**config.mk**
```make
export PLATFORM = sky130hd
export DESIGN_NAME = soc_carrier_ranker
export DESIGN_NICKNAME = d
export VERILOG_FILES = /design/src/rtl/soc_rank_pkg.sv /design/src/rtl/arm_dir_hyst.sv /design/src/rtl/soc_rank_sorter.sv /design/src/rtl/carrier_map_reg.sv /design/src/rtl/soc_carrier_ranker.sv
export SDC_FILE = /design/constraint.sdc
export NUM_CORES = 1
export LEC_CHECK = 0
export BUFFER_PORTS_ARGS = -buffer_cell sky130_fd_sc_hd__buf_2
export CAP_MARGIN = 25
export CELL_PAD_IN_SITES_DETAIL_PLACEMENT = 0
export CELL_PAD_IN_SITES_GLOBAL_PLACEMENT = 1
export CORE_MARGIN = 4
export CORE_UTILIZATION = 41
export DETAILED_ROUTE_END_ITERATION = 12
export PLACE_DENSITY = 0.86
export SETUP_SLACK_MARGIN = 0.2
export SYNTH_ARGS = -nofsm -noshare
export SYNTH_HDL_FRONTEND = slang
export SYNTH_SLANG_ARGS = --single-unit
```
**constraint.sdc**
```tcl
create_clock -name clk -period 3.6 [get_ports clk]
set_input_delay 0.18 -clock clk [delete_from_list [all_inputs] [get_ports clk]]
set_output_delay 0.18 -clock clk [all_outputs]
set_load 0.01 [all_outputs]
```
**src/rtl/soc_rank_pkg.sv**
```systemverilog
package soc_rank_pkg;
   typedef enum logic {
      DIR_ABSORB  = 1'b0,
      DIR_DELIVER = 1'b1
   } arm_dir_e;

   function automatic int sort_steps(input int n);
      return n * (n - 1) / 2;
   endfunction
endpackage

```
**src/rtl/arm_dir_hyst.sv**
```systemverilog
module arm_dir_hyst
   import soc_rank_pkg::*;
#(
   parameter int CUR_W = 16,
   parameter int HYST  = 64
) (
   input  logic                    clk,
   input  logic                    rst_n,
   input  logic signed [CUR_W-1:0] arm_cur,
   output arm_dir_e                dir
);
   localparam logic signed [CUR_W-1:0] POS_TH = CUR_W'(HYST);
   localparam logic signed [CUR_W-1:0] NEG_TH = -CUR_W'(HYST);

   arm_dir_e dir_q;
   assign dir = dir_q;

   always_ff @(posedge clk or negedge rst_n) begin
      if (!rst_n)                dir_q <= DIR_DELIVER;
      else if (arm_cur > POS_TH) dir_q <= DIR_DELIVER;
      else if (arm_cur < NEG_TH) dir_q <= DIR_ABSORB;
   end


   dir_set_hi_chk: assert property (@(posedge clk) disable iff (!rst_n)
      (arm_cur > POS_TH) |=> (dir == DIR_DELIVER));

   dir_set_lo_chk: assert property (@(posedge clk) disable iff (!rst_n)
      (arm_cur < NEG_TH) |=> (dir == DIR_ABSORB));

   dir_hold_chk: assert property (@(posedge clk) disable iff (!rst_n)
      ((arm_cur <= POS_TH) && (arm_cur >= NEG_TH)) |=> $stable(dir));
endmodule

```
**src/rtl/soc_rank_sorter.sv**
```systemverilog
module soc_rank_sorter
   import soc_rank_pkg::*;
#(
   parameter int N     = 4,
   parameter int SOC_W = 16,
   parameter int IDX_W = 2
) (
   input  logic                 clk,
   input  logic                 rst_n,
   input  logic                 start,
   input  arm_dir_e             dir_in,
   input  logic [N*SOC_W-1:0]   soc_flat,
   output logic                 busy,
   output logic                 fin,
   output arm_dir_e             dir_snap,
   output logic [N*IDX_W-1:0]   rank_flat
);
   localparam int STEPS  = sort_steps(N);
   localparam int STEP_W = $clog2(STEPS + 1);
   localparam int PASS_W = $clog2(N) + 1;

   logic [SOC_W-1:0]  snap_q [N];
   logic [IDX_W-1:0]  rank_q [N];
   logic [IDX_W-1:0]  pos_q;
   logic [PASS_W-1:0] pass_q;
   logic [STEP_W-1:0] step_q;
   logic              busy_q;
   arm_dir_e          dir_q;

   logic [IDX_W-1:0]  pos_nx;
   logic [IDX_W-1:0]  lo_id, hi_id;
   logic              swap, last_in_pass;

   always_comb begin
      pos_nx       = IDX_W'(pos_q + 1'b1);
      lo_id        = rank_q[pos_q];
      hi_id        = rank_q[pos_nx];
      swap         = (snap_q[hi_id] > snap_q[lo_id]) ||
                     ((snap_q[hi_id] == snap_q[lo_id]) && (hi_id < lo_id));
      last_in_pass = (PASS_W'(pos_q) + pass_q) == PASS_W'(N - 2);
   end

   assign fin      = busy_q && (step_q == STEP_W'(STEPS));
   assign busy     = busy_q;
   assign dir_snap = dir_q;

   always_ff @(posedge clk or negedge rst_n) begin
      if (!rst_n) begin
         busy_q <= 1'b0;
         step_q <= '0;
         pos_q  <= '0;
         pass_q <= '0;
         dir_q  <= DIR_DELIVER;
         for (int i = 0; i < N; i++) begin
            snap_q[i] <= '0;
            rank_q[i] <= IDX_W'(i);
         end
      end else if (!busy_q) begin
         if (start) begin
            busy_q <= 1'b1;
            step_q <= '0;
            pos_q  <= '0;
            pass_q <= '0;
            dir_q  <= dir_in;
            for (int i = 0; i < N; i++) begin
               snap_q[i] <= soc_flat[i*SOC_W +: SOC_W];
               rank_q[i] <= IDX_W'(i);
            end
         end
      end else if (fin) begin
         busy_q <= 1'b0;
      end else begin
         if (swap) begin
            rank_q[pos_q]  <= hi_id;
            rank_q[pos_nx] <= lo_id;
         end
         step_q <= step_q + 1'b1;
         if (last_in_pass) begin
            pos_q  <= '0;
            pass_q <= pass_q + 1'b1;
         end else begin
            pos_q <= pos_nx;
         end
      end
   end

   for (genvar g = 0; g < N; g++) begin : g_rank_out
      assign rank_flat[g*IDX_W +: IDX_W] = rank_q[g];
   end


   step_bound_chk: assert property (@(posedge clk) disable iff (!rst_n)
      busy_q |-> (step_q <= STEP_W'(STEPS)));

   busy_hold_chk: assert property (@(posedge clk) disable iff (!rst_n)
      (busy_q && !fin) |=> busy_q);

   busy_rise_chk: assert property (@(posedge clk) disable iff (!rst_n)
      $rose(busy_q) |-> (step_q == '0));
endmodule

```
**src/rtl/carrier_map_reg.sv**
```systemverilog
module carrier_map_reg
   import soc_rank_pkg::*;
#(
   parameter int N     = 4,
   parameter int IDX_W = 2
) (
   input  logic               clk,
   input  logic               rst_n,
   input  logic               fin,
   input  arm_dir_e           dir,
   input  logic [N*IDX_W-1:0] rank_flat,
   output logic               done,
   output logic [N*IDX_W-1:0] map_flat
);
   logic [IDX_W-1:0] sel   [N];
   logic [IDX_W-1:0] map_q [N];
   logic             done_q;
   logic [N-1:0]     seen;

   for (genvar c = 0; c < N; c++) begin : g_carrier
      assign sel[c] = (dir == DIR_DELIVER) ? rank_flat[c*IDX_W +: IDX_W]
                                           : rank_flat[(N-1-c)*IDX_W +: IDX_W];
      always_ff @(posedge clk or negedge rst_n) begin
         if (!rst_n)   map_q[c] <= IDX_W'(c);
         else if (fin) map_q[c] <= sel[c];
      end
      assign map_flat[c*IDX_W +: IDX_W] = map_q[c];
   end

   always_ff @(posedge clk or negedge rst_n) begin
      if (!rst_n) done_q <= 1'b0;
      else        done_q <= fin;
   end
   assign done = done_q;

   always_comb begin
      seen = '0;
      for (int c = 0; c < N; c++) seen[map_q[c]] = 1'b1;
   end


   done_pulse_chk: assert property (@(posedge clk) disable iff (!rst_n)
      done |=> !done);

   perm_valid_chk: assert property (@(posedge clk) disable iff (!rst_n)
      &seen);

   map_hold_chk: assert property (@(posedge clk) disable iff (!rst_n)
      !$stable(map_flat) |-> done);
endmodule

```
**src/rtl/soc_carrier_ranker.sv**
```systemverilog
module soc_carrier_ranker
   import soc_rank_pkg::*;
#(
   parameter int N     = 4,
   parameter int SOC_W = 16,
   parameter int CUR_W = 16,
   parameter int HYST  = 64,
   parameter int IDX_W = (N > 1) ? $clog2(N) : 1
) (
   input  logic                    clk,
   input  logic                    rst_n,
   input  logic                    start,
   input  logic [N*SOC_W-1:0]      soc_in,
   input  logic signed [CUR_W-1:0] arm_cur,
   output logic                    busy,
   output logic                    done,
   output logic [N*IDX_W-1:0]      carrier_map
);
   if (N < 2) begin : g_bad_n
      $error("soc_carrier_ranker: N must be at least 2");
   end
   if (IDX_W < $clog2(N)) begin : g_bad_idx
      $error("soc_carrier_ranker: IDX_W too narrow for N");
   end
   if (HYST < 0 || HYST >= (1 << (CUR_W - 1))) begin : g_bad_hyst
      $error("soc_carrier_ranker: HYST out of range for CUR_W");
   end

   arm_dir_e             dir_now, dir_snap;
   logic                 fin;
   logic [N*IDX_W-1:0]   rank_flat;

   arm_dir_hyst #(.CUR_W(CUR_W), .HYST(HYST)) u_dir (
      .clk     (clk),
      .rst_n   (rst_n),
      .arm_cur (arm_cur),
      .dir     (dir_now)
   );

   soc_rank_sorter #(.N(N), .SOC_W(SOC_W), .IDX_W(IDX_W)) u_sort (
      .clk       (clk),
      .rst_n     (rst_n),
      .start     (start),
      .dir_in    (dir_now),
      .soc_flat  (soc_in),
      .busy      (busy),
      .fin       (fin),
      .dir_snap  (dir_snap),
      .rank_flat (rank_flat)
   );

   carrier_map_reg #(.N(N), .IDX_W(IDX_W)) u_map (
      .clk       (clk),
      .rst_n     (rst_n),
      .fin       (fin),
      .dir       (dir_snap),
      .rank_flat (rank_flat),
      .done      (done),
      .map_flat  (carrier_map)
   );


   done_idle_chk: assert property (@(posedge clk) disable iff (!rst_n)
      done |-> !busy);
endmodule

```
==> results.toml, run 1 <==
[yosys]
netlist_area_um2 = 5220
ys_seq_area_share_pct = 44.4
synth_flop_cell = "dfrtp_1"
ys_ff_latch = 92
synth_top_area_share_pct = 39.3
synth.area.top_cells = "dfrtp_1 (39%), mux4_2 (16%), mux2_2 (14%), ha_1 (6.2%), dfstp_2 (5.0%)"
synth_area_leader_cell = "dfrtp_1"
syn-num-nets = 511
ys_warn_count = 0
synth_edf_count = 0
synth-async-reset-ratio_pct = 100
synth.distinct_cells = 39
syn_inst = 401
synth_area_per_cell_um2 = 13.0

[power]
p_leak_nw = 2.79
max-vdd-ir-drop_mv = 0.493
power-per-cell-area_nw_per_um2 = 1080

[sta]
hold_violations = 0
relSlewSlack_pct = 40.7
tightest_slew_ns = 0.890
grt_setup_unrepaired = "yes"
fin_ws_ns = -0.153
timing.fmax_mhz = 266
post-route-period-util_pct = 104
finClkSkew_ns = 0.00538
maxSlewViolCount = 0
period_minus_slack_ns = 3.75
setup_viol = 7
hold_slack_ns = 0.0636

[final_layout]
diodes = 0
drive_above_1_share_pct = 50.3
multi_input_area_um2 = 2870
nFillCells = 1078
nNetsFinal = 610
final_cell_mix = "buf_2 (91), dfrtp_1 (81), mux2_2 (65)"
final_common_cell = "buf_2"
area_growth_pct = 23.6
regArea_um2 = 2320

[cts]
cts_made_buffers = 9
cts_tree = "built"
clk_pin_slew_ns = 0.06
clockBufferDepth = 2
cts.sink_count = 92
clk_latency_ns = 0.35
cts_max_level = 3
clockRootBuffer = "clkbuf_16"

[detailed_routing]
route.detailed.drc = 0
vias = 3622
drt-initial-drc-count = 185
drtAntennaViolNets = 0
wl_um = 11400
routedWlPerCell_um = 17.0
avgViaCountPerCell = 5.38
drtPass1Iterations = 4

[grt]
grt_pass1_wl_um = 19200
gr-usage-all-layers_pct = 16.7
grt_pass1_vias = 3897
grt_max_degree = 68
grt_overflow = 0
antenna_found_initial = 0

[placement]
preCtsSetupSlack_ns = -0.118
hpwl_um = 8280
port_buffers = 92
place_congestion = 0.864

[worst_setup_path]
worstReg2RegStart = "u_sort.pos_q[0]"
r2r_end = "u_sort.rank_flat[1]"
path_class = "flip-flop to flip-flop"
crit_buf_inv = 3
arrival_ns = 3.98
crit_path_start_kind = "flip-flop"
critPathRequiredTime_ns = 3.83
slowest_stage = "mux4_2"
reg2reg_slack_ns = -0.15
max_stage_delay_ns = 0.58
cp_max_fo = 11
path_depth = 12
end_kind = "flip-flop"
ff2ff_path_depth = 12
cp_top_family = "multiplexers"
path_cells = "inv_4, ha_4, mux4_2, buf_12, mux4_2, ha_4, nand4_1, buf_6, a2111o_1, a31oi_4, o21ai_2, mux2_4"

[hold_path]
hold-path-endpoint = "u_sort.snap_q[10]"
worstHoldStart = "soc_in[58]"
holdPathStages = 2
hp-class = "primary input to flip-flop"

[outcome]
violations = "setup timing"
status = "finished with violations"

[die]
core_um2 = 12200
ios = 93
die_h_um = 121
dieArea_um2 = 14600
die_w_um = 121
rows = 40
start_util_pct = 42.7

[job]
maxCapViolCount = 0
cells in the mapped netlist (3+ instances only):
cell,count
nor2b_1,5
dfrtp_1,82
mux2_1,6
nand2_1,35
buf_2,5
nor3_1,3
buf_1,3
dfstp_2,10
a21oi_1,11
o31ai_1,3
o21ai_0,17
clkbuf_1,13
inv_1,24
mux4_2,36
nand2b_1,3
nand4_1,7
nand3_1,3
ha_1,26
mux2i_1,10
o21ai_1,3
nor2_1,4
o211ai_1,5
mux2_2,65
layer usage:
metal	part of all wire [%]	GRT usage, %	vias up
met5	0	0	-
met2	52	28.6	70
met4	2.0	6.59	0
met3	3.6	3.79	22
li1	-	-	1694
met1	42	20.4	1836
cell type report:
type | instances | share of cell area, %
sequential | 92 | 35.9
multi-input combinational | 264 | 44.5
inverter | 24 | 1.44
tap | 168 | 3.26
clock buffer | 15 | 4.15
clock inverter | 1 | 0.466
timing repair buffer | 109 | 10.3
stage by stage:
step | TNS (ns) | power [mW] | utilization, % | cell area [um2] | cells
finish | -0.845 | 6.98 | 52.8 | 6450 | 673
floorplan | -0.358 | 4.85 | - | 5320 | 401
detailed placement | -0.669 | 5.81 | 49.4 | 6040 | 653
global placement | -0.0153 | 5.62 | 49.4 | 6040 | 653
global route | -1.84 | 7.54 | 52.8 | 6450 | 673
CTS | -0.506 | 6.91 | 52.3 | 6390 | 672
report_power, final:
| group | internal [mW] | switching (mW) |
|---|---|---|
| clock network | 0.577 | 0.376 |
| logic | 2.23 | 1.77 |
| registers | 1.57 | 0.454 |
| total | 4.38 | 2.60 |
worst reg2reg max path: stages (launching register included):
cell and delay (ns):
dfrtp_1 0.40, inv_4 0.05, ha_4 0.27, mux4_2 0.58, buf_12 0.19, mux4_2 0.45, ha_4 0.30, nand4_1 0.10
buf_6 0.15, a2111o_1 0.43, a31oi_4 0.27, o21ai_2 0.13, mux2_4 0.31
cells by family after synthesis:
logic type	share of synthesized area, %
xor gates and xnor gates	0.336
DFF	44.4
AOI/OAI and AO/OA	6.31
buffers and inverters	3.36
adders and majority gates	6.62
muxes	32.8
and+or+nand+nor	6.26
repair_timing:
item | in CTS | in global routing
pin swaps | 6 | 4
gates cloned | 0 | 1
buffers inserted | 2 | 0
hold buffers | 1 | 0
endpoints found under the hold margin | 56 | 0
resized for setup | 5 | 5
setup endpoints to repair | 8 | 8
worst max path at each step:
| stage | end | slack, ns | start |
|---|---|---|---|
| after floorplan | u_sort.rank_flat[0] | -0.07 | u_sort.pos_q[0] |
| after global placement | u_sort.rank_flat[0] | -0.006 | u_sort.pos_q[0] |
| after detailed placement | u_sort.rank_flat[2] | -0.12 | u_sort.pos_q[0] |
| after CTS | u_sort.rank_flat[2] | -0.1 | u_sort.pos_q[0] |
| after global routing | u_sort.rank_flat[1] | -0.27 | u_sort.pos_q[0] |
| final | u_sort.rank_flat[1] | -0.15 | u_sort.pos_q[0] |
registers in the layout (all words and copies together) (netlist names), 2 cells and up:
name,count
u_sort.snap_q,64
u_map.map_flat,8
u_sort.rank_flat,8
u_sort.pass_q,3
u_sort.step_q,3
u_sort.pos_q,2
Note: power is estimated with default switching activity, not from simulation.
==> run 2, diff against run 1 <==
BUFFER_PORTS_ARGS = default   (was -buffer_cell sky130_fd_sc_hd__buf_2)
CORE_UTILIZATION = 47   (was 41)
DONT_BUFFER_PORTS = 1   (was default)
PLACE_DENSITY = 0.87   (was 0.86)
==> run 2 against run 1 <==
Effect of this change: the flow still finishes with violations (setup timing); power is 4.5% lower; first-iteration DRC count is 16% lower; sequential cell count stayed put; clock power is 25% lower.
==> results.toml, run 2 (synthesis gave the netlist of run 1 again) <==
[sta]
setup_viol = 6
period_minus_slack_ns = 3.65
relSlewSlack_pct = 35.9
fin_ws_ns = -0.0506
timing.fmax_mhz = 274
hold_violations = 0
tightest_slew_ns = 0.961
post-route-period-util_pct = 101
maxSlewViolCount = 0
grt_setup_unrepaired = "yes"
finClkSkew_ns = 0.00983
hold_slack_ns = 0.106

[cts]
clockBufferDepth = 2
cts_max_level = 3
cts_made_buffers = 9
clk_pin_slew_ns = 0.09
cts.sink_count = 92
clockRootBuffer = "clkbuf_8"
cts_tree = "built"
clk_latency_ns = 0.37

[worst_setup_path]
reg2reg_slack_ns = -0.05
path_class = "flip-flop to flip-flop"
critPathRequiredTime_ns = 3.86
crit_path_start_kind = "flip-flop"
worstReg2RegStart = "u_sort.pos_q[0]"
end_kind = "flip-flop"
cp-endpoint = "u_sort.rank_flat[0]"
r2r_end = "u_sort.rank_flat[0]"
ff2ff_path_depth = 12
crit_start = "u_sort.pos_q[0]"
cp_max_fo = 21
arrival_ns = 3.91

[die]
die_w_um = 113
ios = 93
start_util_pct = 48.1
die_h_um = 113
dieArea_um2 = 12900
core_um2 = 10800
rows = 38

[detailed_routing]
wl_um = 11400
route.detailed.drc = 0
drtAntennaViolNets = 0
avgViaCountPerCell = 5.74
drt-initial-drc-count = 155
vias = 3573
drtPass1Iterations = 4
routedWlPerCell_um = 18.3

[placement]
preCtsSetupSlack_ns = -0.131
port_buffers = 0
hpwl_um = 7560
place_congestion = 0.803

[hold_path]
hp-class = "primary input to flip-flop"

[final_layout]
area_growth_pct = 24.9
top_register = "u_sort.snap_q"
nFillCells = 841
final_cell_mix = "dfrtp_1 (81), dlygate4sd3_1 (67), mux2_2 (65)"
multi_input_area_um2 = 2870
regArea_um2 = 2320
drive_above_1_share_pct = 34.7
final_common_cell = "dfrtp_1"
nNetsFinal = 586
largest_register_ffs = 64

[grt]
gr-usage-all-layers_pct = 18.5
grt_pass1_vias = 3839
grt_pass1_wl_um = 19100
grt_overflow = 0
grt_max_degree = 93
antenna_found_initial = 1

[outcome]
status = "finished with violations"
violations = "setup timing"

[job]
maxCapViolCount = 0

[power]
power-per-cell-area_nw_per_um2 = 1020
max-vdd-ir-drop_mv = 0.597
p_leak_nw = 2.66
-- run 2: cell types whose count changed in the layout (fill, tap and decap cells not counted), moves of 3 or more --
cell	before	now
buf_2	91	0
buf_4	11	14
clkbuf_1	4	1
clkbuf_16	10	0
clkbuf_8	2	10
clkinv_4	0	3
dlygate4sd3_1	1	67
-- run 2: how the worst min path moves through the flow --
stage	start	end	slack, ns	depth (start not counted)
2_1_floorplan	rst_n	u_map.done	-0.12	0
5_1_grt	start	u_sort.pass_q[2]	0.10	2
4_1_cts	start	u_sort.pass_q[2]	0.09	2
6_report	start	u_sort.pass_q[2]	0.11	2
3_5_place_dp	rst_n	u_map.done	-0.11	0
3_3_place_gp	rst_n	u_map.done	-0.11	0
-- run 2: routing by layer --
| metal | wire length [um] | GRT usage, % | vias to the layer above |
|---|---|---|---|
| li1 | - | - | 1651 |
| met1 | 4500 | 22.1 | 1835 |
| met2 | 6130 | 32.6 | 74 |
| met3 | 584 | 5.94 | 13 |
| met4 | 140 | 4.73 | 0 |
| met5 | 0 | 0 | - |
-- run 2: what timing repair did --
| action | 4_1_cts | 5_1_grt |
|---|---|---|
| hold buffers | 68 | 0 |
| endpoints found under the setup margin | 8 | 8 |
| pin swaps | 6 | 0 |
| gates resized for setup | 1 | 7 |
| buffers inserted | 4 | 0 |
| endpoints found under the hold margin | 157 | 0 |
-- run 2: stage by stage --
| stage | area (um2) | util (%) | cells | power, mW | TNS, ns |
|---|---|---|---|---|---|
| after floorplan | 5320 | - | 401 | 4.85 | -0.358 |
| after global placement | 5530 | 51.0 | 533 | 5.52 | -0.167 |
| after detailed placement | 5530 | 51.0 | 533 | 5.68 | -0.649 |
| after CTS | 6470 | 59.7 | 621 | 6.58 | -0.328 |
| after global routing | 6520 | 60.1 | 622 | 7.23 | -1.22 |
| final | 6520 | 60.1 | 622 | 6.67 | -0.237 |
-- run 2: worst max-delay path, cell delays in order, from the launching register on --
cell	delay [ns]
dfrtp_1	0.40
inv_4	0.05
ha_4	0.27
mux4_2	0.53
buf_12	0.20
mux4_2	0.46
ha_4	0.28
nor2b_1	0.12
o211ai_1	0.10
a2111o_1	0.42
a31oi_4	0.27
o21ai_2	0.13
mux2_4	0.31
-- run 2: area by class of cell --
cell class / instances / area share, %
multi-input cells: 264 / 44.0
well taps: 140 / 2.69
inverters: 24 / 1.42
diodes: 1 / 0.0384
clock buffers: 11 / 2.17
flip-flops and latches: 92 / 35.5
repair buffers: 85 / 13.2
clock inverters: 5 / 0.940
-- run 2: power by group --
part           leakage (nW)  switching, mW  internal, mW
Sequential             1.09          0.477          1.57
Clock                 0.103          0.372         0.343
Combinational          1.46           1.72          2.19
==> run 3, diff against run 2 <==
CELL_PAD_IN_SITES_DETAIL_PLACEMENT = 1   (was 0)
==> run 3 against run 2 <==
Effect of this change: the run still ends with setup timing left; final area is 0.96% higher; die area stayed put; combinational power is 18% higher; via count is 6.0% higher; sequential cell count stayed put; critical path type unchanged; critical endpoint is now u_sort.rank_flat[2]; largest power group unchanged.
==> results.toml, run 3 (synthesis gave the netlist of run 1 again) <==
[final_layout]
fin_cells = 622
area_growth_pct = 26.1
top_register = "u_sort.snap_q"
final_cell_mix = "dfrtp_1 (81), dlygate4sd3_1 (67), mux2_2 (65)"
nNetsFinal = 586
largest_register_ffs = 64
regArea_um2 = 2320
multi_input_area_um2 = 2940
final_common_cell = "dfrtp_1"
drive_above_1_share_pct = 35.8
nFillCells = 1041

[grt]
grt_pass1_vias = 4487
grt_pass1_wl_um = 24900
gr-usage-all-layers_pct = 25.7
grt_overflow = 0
grt_max_degree = 93
antenna_found_initial = 1

[detailed_routing]
routedWlPerCell_um = 25.4
vias = 3788
drtPass1Iterations = 4
drt-initial-drc-count = 247
avgViaCountPerCell = 6.09
wl_um = 15800
route.detailed.drc = 0
drtAntennaViolNets = 0

[power]
max-vdd-ir-drop_mv = 0.558
power_mw = 7.47
p_leak_nw = 2.65
power-per-cell-area_nw_per_um2 = 1140

[die]
ios = 93
die_w_um = 113
dieArea_um2 = 12900
rows = 38
core_um2 = 10800
start_util_pct = 48.1
die_h_um = 113

[sta]
fin_ws_ns = -0.276
post-route-period-util_pct = 108
setup_viol = 8
grt_setup_unrepaired = "yes"
period_minus_slack_ns = 3.88
timing.fmax_mhz = 258
finClkSkew_ns = 0.0151
hold_violations = 0
maxSlewViolCount = 0
relSlewSlack_pct = 36.0
tightest_slew_ns = 0.961

[outcome]
violations = "setup timing"
status = "finished with violations"

[placement]
dp.cells = 533
place_congestion = 0.803
hpwl_um = 9040
port_buffers = 0

[cts]
clockRootBuffer = "clkbuf_8"
clockBufferDepth = 2
clk_latency_ns = 0.38
cts_tree = "built"
cts_max_level = 3
clk_pin_slew_ns = 0.09
cts.sink_count = 92
cts_made_buffers = 9

[worst_setup_path]
arrival_ns = 4.17
crit_path_start_kind = "flip-flop"
cp_max_fo = 21
critPathRequiredTime_ns = 3.90
path_class = "flip-flop to flip-flop"
end_kind = "flip-flop"

[hold_path]
hp-class = "primary input to flip-flop"

[job]
maxCapViolCount = 0
-- run 3: worst paths after layout --
path / startpoint / endpoint / slack, ns / depth (start not counted)
worst max-delay path: u_sort.pos_q[0] / u_sort.rank_flat[2] / -0.28 / 13
worst min-delay path: start / u_sort.pass_q[0] / 0.1 / 3
worst max register to register: u_sort.pos_q[0] / u_sort.rank_flat[2] / -0.28 / 13
worst min register to register: u_map.map_flat[6] / u_map.map_flat[6] / 0.52 / 2
max in group asynchronous: rst_n / u_sort.rank_flat[2] / 2.84 / 2
min in group asynchronous: rst_n / u_map.map_flat[0] / 0.39 / 2
-- run 3: critical path, cell delays in order, from the launching register on --
cell	delay, ns
dfrtp_1	0.41
inv_4	0.06
ha_4	0.27
mux4_2	0.52
buf_12	0.19
mux4_2	0.49
ha_1	0.36
nand4_1	0.20
buf_4	0.22
nor4_4	0.20
nand2b_1	0.15
o21ai_4	0.23
o211ai_2	0.15
mux2_4	0.33
-- run 3: layout make-up --
| type | count | share of cell area, % |
|---|---|---|
| multi-input combinational | 264 | 44.7 |
| inverter | 24 | 1.41 |
| sequential | 92 | 35.2 |
| timing repair buffer | 85 | 13.2 |
| antenna | 1 | 0.0380 |
| clock buffer | 12 | 2.05 |
| tap | 140 | 2.66 |
| clock inverter | 4 | 0.760 |
-- run 3: report_power, final --
part / internal [mW] / switching [mW] / total, mW
Sequential: 1.57 / 0.569 / 2.13
Combinational: 2.43 / 2.20 / 4.63
Clock: 0.321 / 0.388 / 0.709
Total: 4.32 / 3.15 / 7.47
-- run 3: timing repair --
action / 4_1_cts / 5_1_grt
pin swaps: 5 / 5
endpoints found under the setup margin: 8 / 8
endpoints found under the hold margin: 157 / 0
resized for setup: 9 / 8
hold buffers: 68 / 0
setup buffers: 2 / 2
-- run 3: routing by layer --
metal | GRT usage, % | up-vias | wire length (um)
met5 | 0 | - | 0
met4 | 15.0 | 0 | 817
met3 | 5.41 | 50 | 777
met2 | 47.7 | 136 | 8760
met1 | 26.5 | 1962 | 5450
li1 | - | 1640 | -
-- run 3: through the flow --
step           cell area [um2]  utilization [%]  setup TNS [ns]  hold slack, ns  setup WS (ns)
4_1_cts                   6500             60.0          -0.433          0.0777        -0.0958
3_5_place_dp              5530             51.0           -1.02          -0.113         -0.172
2_1_floorplan             5320                -          -0.358          -0.116        -0.0686
6_report                  6580             60.7           -1.72          0.0975         -0.276
5_1_grt                   6580             60.7           -2.46          0.0914         -0.358
3_3_place_gp              5530             51.0          -0.167          -0.113        -0.0350
